<file path="config.mk">
export PLATFORM = sky130hd
export DESIGN_NAME = gpio_port
export DESIGN_NICKNAME = d
export VERILOG_FILES = /design/src/rtl/gpio_pkg.sv /design/src/rtl/gpio_sync.sv /design/src/rtl/gpio_regs.sv /design/src/rtl/gpio_padmux.sv /design/src/rtl/gpio_port.sv
export SDC_FILE = /design/constraint.sdc
export NUM_CORES = 1
export LEC_CHECK = 0
export ABC_AREA = 1
export BUFFER_PORTS_ARGS = -buffer_cell sky130_fd_sc_hd__buf_2
export CAP_MARGIN = 10
export CELL_PAD_IN_SITES_DETAIL_PLACEMENT = 1
export CELL_PAD_IN_SITES_GLOBAL_PLACEMENT = 1
export CORE_MARGIN = 5
export CORE_UTILIZATION = 38
export CTS_CLUSTER_DIAMETER = 120
export CTS_CLUSTER_SIZE = 30
export DETAILED_ROUTE_END_ITERATION = 12
export PLACE_DENSITY_LB_ADDON = 0.08
export SETUP_SLACK_MARGIN = 0.15
export SLEW_MARGIN = 20
export SYNTH_ARGS = -nofsm -noshare
export SYNTH_HDL_FRONTEND = slang
export SYNTH_SLANG_ARGS = --single-unit
</file>
<file path="constraint.sdc">
create_clock -name clk -period 2 [get_ports clk]
set_input_delay 0.2 -clock clk [delete_from_list [all_inputs] [get_ports clk]]
set_output_delay 0.2 -clock clk [all_outputs]
set_load 0.01 [all_outputs]
</file>
<file path="src/rtl/gpio_pkg.sv">
package gpio_pkg;

  localparam int unsigned OFS_OUT = 0;
  localparam int unsigned OFS_DIR = 1;
  localparam int unsigned OFS_SEL = 2;
  localparam int unsigned OFS_PIN = 3;
  localparam int unsigned OFS_CLR = 4;

  localparam int unsigned WORD_MAX = 32;
  typedef logic [WORD_MAX-1:0] word_t;

  // raise every bit written as one
  function automatic word_t bits_raise(input word_t cur, input word_t wr);
    return cur | wr;
  endfunction

  // drop every bit written as zero
  function automatic word_t bits_drop(input word_t cur, input word_t wr);
    return cur & wr;
  endfunction

  // per-bit choice: sel=1 takes alt, sel=0 takes base
  function automatic word_t bits_pick(input word_t sel, input word_t base, input word_t alt);
    return (base & ~sel) | (alt & sel);
  endfunction

endpackage

</file>
<file path="src/rtl/gpio_sync.sv">
module gpio_sync #(
  parameter int unsigned W      = 8,
  parameter int unsigned STAGES = 2
) (
  input  logic         clk,
  input  logic         rst_n,
  input  logic [W-1:0] d,
  output logic [W-1:0] q
);

  logic [W-1:0] stg [STAGES];

  always_ff @(posedge clk or negedge rst_n) begin
    if (!rst_n) stg[0] <= '0;
    else        stg[0] <= d;
  end

  for (genvar s = 1; s < STAGES; s++) begin : g_stage
    always_ff @(posedge clk or negedge rst_n) begin
      if (!rst_n) stg[s] <= '0;
      else        stg[s] <= stg[s-1];
    end
  end

  assign q = stg[STAGES-1];

endmodule

</file>
<file path="src/rtl/gpio_regs.sv">
module gpio_regs
  import gpio_pkg::*;
#(
  parameter int unsigned W       = 8,
  parameter int unsigned AW      = 3,
  parameter logic [W-1:0] SEL_RST = '0
) (
  input  logic          clk,
  input  logic          rst_n,
  input  logic [AW-1:0] addr,
  input  logic          wr_en,
  input  logic [W-1:0]  wdata,
  input  logic [W-1:0]  pin_lvl,
  output logic [W-1:0]  out_q,
  output logic [W-1:0]  dir_q,
  output logic [W-1:0]  sel_q,
  output logic [W-1:0]  rdata,
  output logic          set_hit,
  output logic          clr_hit
);

  logic out_hit, dir_hit, sel_hit;
  logic [W-1:0] out_d;

  assign out_hit = wr_en && (addr == AW'(OFS_OUT));
  assign dir_hit = wr_en && (addr == AW'(OFS_DIR));
  assign sel_hit = wr_en && (addr == AW'(OFS_SEL));
  assign set_hit = wr_en && (addr == AW'(OFS_PIN));
  assign clr_hit = wr_en && (addr == AW'(OFS_CLR));

  always_comb begin
    out_d = out_q;
    if (out_hit)      out_d = wdata;
    else if (set_hit) out_d = W'(bits_raise(word_t'(out_q), word_t'(wdata)));
    else if (clr_hit) out_d = W'(bits_drop(word_t'(out_q), word_t'(wdata)));
  end

  always_ff @(posedge clk or negedge rst_n) begin
    if (!rst_n) begin
      out_q <= '0;
      dir_q <= '0;
      sel_q <= SEL_RST;
    end else begin
      out_q <= out_d;
      if (dir_hit) dir_q <= wdata;
      if (sel_hit) sel_q <= wdata;
    end
  end

  always_comb begin
    rdata = '0;
    if (addr == AW'(OFS_OUT))      rdata = out_q;
    else if (addr == AW'(OFS_DIR)) rdata = dir_q;
    else if (addr == AW'(OFS_SEL)) rdata = sel_q;
    else if (addr == AW'(OFS_PIN)) rdata = pin_lvl & ~sel_q;
  end

endmodule

</file>
<file path="src/rtl/gpio_padmux.sv">
module gpio_padmux #(
  parameter int unsigned W = 8
) (
  input  logic [W-1:0] sel,
  input  logic [W-1:0] gpio_out,
  input  logic [W-1:0] gpio_oe,
  input  logic [W-1:0] per_out,
  input  logic [W-1:0] per_oe,
  input  logic [W-1:0] pad_in,
  output logic [W-1:0] pad_out,
  output logic [W-1:0] pad_oe,
  output logic [W-1:0] per_in
);

  for (genvar i = 0; i < W; i++) begin : g_pin
    assign pad_out[i] = sel[i] ? per_out[i] : gpio_out[i];
    assign pad_oe[i]  = sel[i] ? per_oe[i]  : gpio_oe[i];
    assign per_in[i]  = sel[i] & pad_in[i];
  end

endmodule

</file>
<file path="src/rtl/gpio_port.sv">
module gpio_port #(
  parameter int unsigned  W         = 8,
  parameter int unsigned  AW        = 3,
  parameter int unsigned  SYNC_LEN  = 2,
  parameter logic [W-1:0] SEL_RESET = 8'hF0
) (
  input  logic          clk,
  input  logic          rst_n,
  input  logic [AW-1:0] bus_addr,
  input  logic          bus_wr,
  input  logic [W-1:0]  bus_wdata,
  output logic [W-1:0]  bus_rdata,
  input  logic [W-1:0]  pad_in,
  output logic [W-1:0]  pad_out,
  output logic [W-1:0]  pad_oe,
  input  logic [W-1:0]  per_out,
  input  logic [W-1:0]  per_oe,
  output logic [W-1:0]  per_in
);

  logic [W-1:0] out_q, dir_q, sel_q, sync_q;
  logic         set_hit, clr_hit;

  gpio_sync #(.W(W), .STAGES(SYNC_LEN)) u_sync (
    .clk(clk), .rst_n(rst_n), .d(pad_in), .q(sync_q)
  );

  gpio_regs #(.W(W), .AW(AW), .SEL_RST(SEL_RESET)) u_regs (
    .clk(clk), .rst_n(rst_n), .addr(bus_addr), .wr_en(bus_wr),
    .wdata(bus_wdata), .pin_lvl(sync_q), .out_q(out_q), .dir_q(dir_q),
    .sel_q(sel_q), .rdata(bus_rdata), .set_hit(set_hit), .clr_hit(clr_hit)
  );

  gpio_padmux #(.W(W)) u_mux (
    .sel(sel_q), .gpio_out(out_q), .gpio_oe(dir_q), .per_out(per_out),
    .per_oe(per_oe), .pad_in(pad_in), .pad_out(pad_out), .pad_oe(pad_oe),
    .per_in(per_in)
  );

endmodule

</file>
---- Yosys cells after proc, flatten, opt, wreduce, memory -nomap -nowiden ----
Cells that the tools add are included.
word-level totals
  register bits ........................... 40
  latch bits .............................. 0
  memory bits (writable) .................. 0
  bits in read-only memories .............. 0
  input port bits ......................... 38
  output and inout port bits .............. 32
  memories ................................ 0
cells by class
  $add $sub $neg .......................... 0
  multiply operators ...................... 0
  divide/modulo/power cells ............... 0
  $lt $le $gt $ge ......................... 0
  equality and inequality tests ........... 4
  shift operators ......................... 0
  multiplexer cells ....................... 23
  bitwise operators ....................... 12
  reduce and logical (&&, ||, !) cells .... 7
operators with widths
  cell                                                  number
  2-to-1 mux 8 bit                                      7
  AND 8 bit                                             2
  2-to-1 mux 1 bit                                      16
  AND 1 bit                                             8
  inverter 8 bit                                        1
  bitwise OR 8 bit                                      1
  equality test 3 x 2 -> 1 bit (second input constant)  2
  logical AND 1 bit                                     5
  equality test 3 x 1 -> 1 bit (second input constant)  1
  equality test 3 bit (second input constant)           1
  zero test 3 bit                                       1
  nonzero test 3 bit                                    1

---- Depth between registers and ports, before layout ----
  word-level depth ........................ 6
  mapped depth ............................ 6
  mapped depth without buffers ............ 6

---- Modules after synthesis ----
A second synthesis with hierarchy kept.
unflattened totals
  cell total of the unflattened synthesis .. 279
  area total of the unflattened synthesis .. 2105.8 um^2
by module, submodules not included
  module       times used  cells an instance  area each (um^2)
  gpio_regs    1           183                1375.1
  gpio_sync    1           24                 460.4
  gpio_padmux  1           72                 270.3

---- Worst setup path after synthesis ----
Ideal clock, no wire load.
  path type ............................... reg-to-output
  start point ............................. register u_regs.sel_q[7]
  end point ............................... output bus_rdata[7]
  arrival time ............................ 0.782 ns
  data required time ...................... 1.800 ns
  slack ................................... 1.018 ns
  cell stages (with the launch flop) ...... 4
  path buffers ............................ 0
  cells stage by stage .................... dfstp_2 -> nor2_1 -> nand2_1 -> nand4_1
between the ends
  word-level cells in the longest chain between the ends .. 6
RTL lines
  element                 RTL line         text
  start, declared         gpio_regs.sv:16  output logic [W-1:0] sel_q,
  start signal, assigned  gpio_regs.sv:46  if (sel_hit) sel_q <= wdata;
  inverter 8 bit          gpio_regs.sv:55  else if (addr == AW'(OFS_PIN)) rdata = pin_lvl & ~sel_q;
  AND 8 bit               gpio_regs.sv:55
  2-to-1 mux 8 bit        gpio_regs.sv:55
  2-to-1 mux 8 bit (*)    gpio_regs.sv:54  else if (addr == AW'(OFS_SEL)) rdata = sel_q;
  2-to-1 mux 8 bit (*)    gpio_regs.sv:53  else if (addr == AW'(OFS_DIR)) rdata = dir_q;
  2-to-1 mux 8 bit (*)    gpio_regs.sv:52  if (addr == AW'(OFS_OUT)) rdata = out_q;
  end, declared           gpio_port.sv:12  output logic [W-1:0] bus_rdata,
Every way passes the cells marked *; elsewhere a longest branch is shown, timed or not.

---- Worst setup path in the final report ----
  start point ............................. register u_regs.sel_q[6]
  end point ............................... output bus_rdata[6]
The elaborated chain is that of the path after synthesis.

==> summary.md <==
| Metric | Value |
|---|---|
| Status | `finished, final reports clean` |
| Worst vdd ir | `between 0.3 and 0.4 mV` |
| Avg Inst Size Synth | `around 8 µm²` |
| Synth cell types | `21` |
| Core area | `between 5000 and 6000 µm²` |
| Critical Path AT | `~1.3 ns` |
| I/O Buffers | `between 60 and 70` |
| RSZ-0062 raised after global routing | `no` |
| Worst Path Max Fanout | `6` |
| Post-Route WL | `around 5900 µm` |
| Clock root cell | `clkbuf_8` |
| Asr flop ratio synth | `100%` |
| Rows | `26` |
| Clk_lat worst skew | `just under 0.3 ns` |
| DR iter-0 viols | `50` |
| Leak pwr | `roughly 0.0014 µW` |
| DRC Markers | `0` |
| Vias in the first global route | `approximately 2100` |
| WP data required | `approximately 1.8 ns` |
| Layout cells sized above 1 | `30.8%` |
| FF-to-FF Start | `u_regs.sel_q[7]` |
| CP peak stage delay | `a little under 0.6 ns` |
| Total CTS buffers | `5` |
| Yosys warns | `0` |
| Yosys reg bits | `40` |
| Pwr Density | `approximately 860 nW/µm²` |
| Synth Cell Area | `about 2000 µm²` |
| CP cell instances | `nor2_1, nand2_1, nand4_1, buf_2` |
| Nets | `roughly 370` |
| Slew HR | `between 60% and 70%` |
| Initial antenna violation count | `0` |
| Post-DRT Antenna Nets | `0` |
| Setup crit start | `u_regs.sel_q[6]` |
| Global-route wire length before repair | `9600 µm` |
| Initial Utilization | `approximately two fifths` |
| Total negative slack | `0 ns` |
| Sequential-to-total area share from yosys stat | `50.2%` |
| Critical path type | `flop to output port` |
| Drt wl/cell | `14.7 µm` |
| Largest net degree at the start of global routing | `between 40 and 50` |
| EDFF count, synth | `0` |
| Busiest grt layer | `met2` |
| Htree depth | `2` |
| Startpoint Class | `flop` |
| CTS tree | `yes` |
| Die Ht | `just over 80 µm` |
| Post-Layout Cell Count | `around 400` |
| Max clock buf depth | `2` |
| Gp weighted congestion | `0.754` |
| CP top delay family | `flip-flops` |
| Die area | `between 6000 and 7000 µm²` |
| Inst Count DP | `roughly 390` |
| Area growth from synthesis to layout | `25.5%` |
| Critical-path top delay cell | `dfstp_2` |
| Setup-failing EPs final | `0` |
| HP Class | `input port to flop` |
| Mapped Cells | `~250` |
| Die width | `approximately 83 µm` |
| GR Util All Layers | `between 10% and 20%` |
| GR Overflow Total | `0` |
| Worst setup EP type | `output port` |
| Fin crit share | `approximately three quarters` |
| Clock period minus worst slack | `1.48 ns` |
| Count of pins over their slew limit | `0` |
| Syn Nets | `between 200 and 300` |
| Vias per cell | `4.88` |
| DRT Pass-1 Iters | `4` |
| DP HPWL | `between 4000 and 5000 µm` |
| Design Power | `2150 µW` |
| Count leader, synth | `nand2_1` |
| Synth top cells by count | `nand2_1, dfrtp_1, inv_1, nand3_1, nand4_1` |
| Via count | `1941` |
| Post-CTS Setup Bufs | `0` |
| WP buf/inv | `1` |
| N_diodes | `0` |
| Max Cap Viol | `0` |
| Main synth FF type | `dfrtp_1` |
| Met3 GRT Util | `about 4%` |
| Hold Violations, Final | `0` |
| CTS Sinks | `40` |
| Clk_skew | `about 0.00085 ns` |
| Met1 GRT Util | `between 20% and 30%` |
| I/O pin count | `70` |
| GR Util met2 | `~34%` |
| Min-Delay Startpoint | `pad_in[3]` |
| Worst Max-Slew Pin Slew | `0.552 ns` |
| Top cell type's share of synthesized area | `between 40% and 50%` |
| Largest area contributor in the netlist | `dfrtp_1` |
| Synth area leaders | `dfrtp_1, nand2_1, nand3_1` |
| Worst-path clk slew | `roughly 0.080 ns` |
| Fmax | `about 680 MHz` |
-- kinds of logic (layout without fill, tap and decap cells) --
| kind of cell | count (synthesis) | count (layout) | share of synthesized area (%) |
|---|---|---|---|
| buffers and inverters | 33 | 109 | 7.25 |
| AOI/OAI and AO/OA | 16 | 16 | 5.50 |
| DFF | 40 | 40 | 50.2 |
| and+or+nand+nor | 163 | 163 | 37.0 |
-- final timing paths --
kind	depth (start not counted)	slack, ns	end
max	4	0.52	bus_rdata[6]
min	1	0.02	u_sync.stg[11]
max reg2reg	2	1.12	u_regs.sel_q[7]
min reg2reg	0	0.35	u_sync.q[1]
max in group asynchronous	3	1.11	u_regs.sel_q[4]
min in group asynchronous	3	0.50	u_regs.dir_q[0]
-- state kept, by name, indices dropped and copies added (netlist names) --
| register | flops |
|---|---|
| u_sync.q | 8 |
| u_regs.sel_q | 8 |
| u_sync.stg | 8 |
| u_regs.dir_q | 8 |
| u_regs.out_q | 8 |
-- power by group --
group          total (µW)  internal, µW  switching [µW]
logic                 564           230             334
registers            1060           938             120
clock network         532           249             282
total                2150          1420             735
-- per-stage QoR --
stage	cell area (µm²)	setup WS [ns]	hold slack [ns]	utilization (%)
floorplan	2000	1.02	-0.0956	-
global placement	2420	0.555	0.298	47.4
detailed placement	2420	0.549	0.297	47.4
CTS	2510	0.531	0.0189	49.2
global route	2510	0.474	0.00569	49.2
finish	2510	0.522	0.0223	49.2
-- cells in the final DEF (no fill, tap or decap), drive strengths merged --
cell	synthesis	final
nand2	108	108
buf	4	71
dfrtp	36	36
inv	28	28
nand3	27	27
nand4	16	16
o21ai	16	16
nor2	12	12
clkbuf	0	7
dfstp	4	4
clkinv	1	2
dlygate4sd3	0	1
-- timing repair --
action,in CTS,in global routing
gates resized for setup,0,0
hold buffers,1,0
endpoints found under the hold margin,32,0
-- metal layers --
metal	vias to the layer above	share of wire, %	routed length (µm)
met3	2	5.1	298
met4	0	0.20	12
li1	952	-	-
met1	941	44	2580
met2	46	51	2980
met5	-	0	0
-- cell type report --
class / count / area [µm²]
clock buffer: 7 / 76.3
clock inverter: 1 / 8.76
fill: 701 / 2590
inverter: 29 / 113
multi-input combinational: 179 / 852
sequential: 40 / 1010
tap: 70 / 87.6
timing repair buffer: 72 / 370
(Power assumes the default switching activity.)
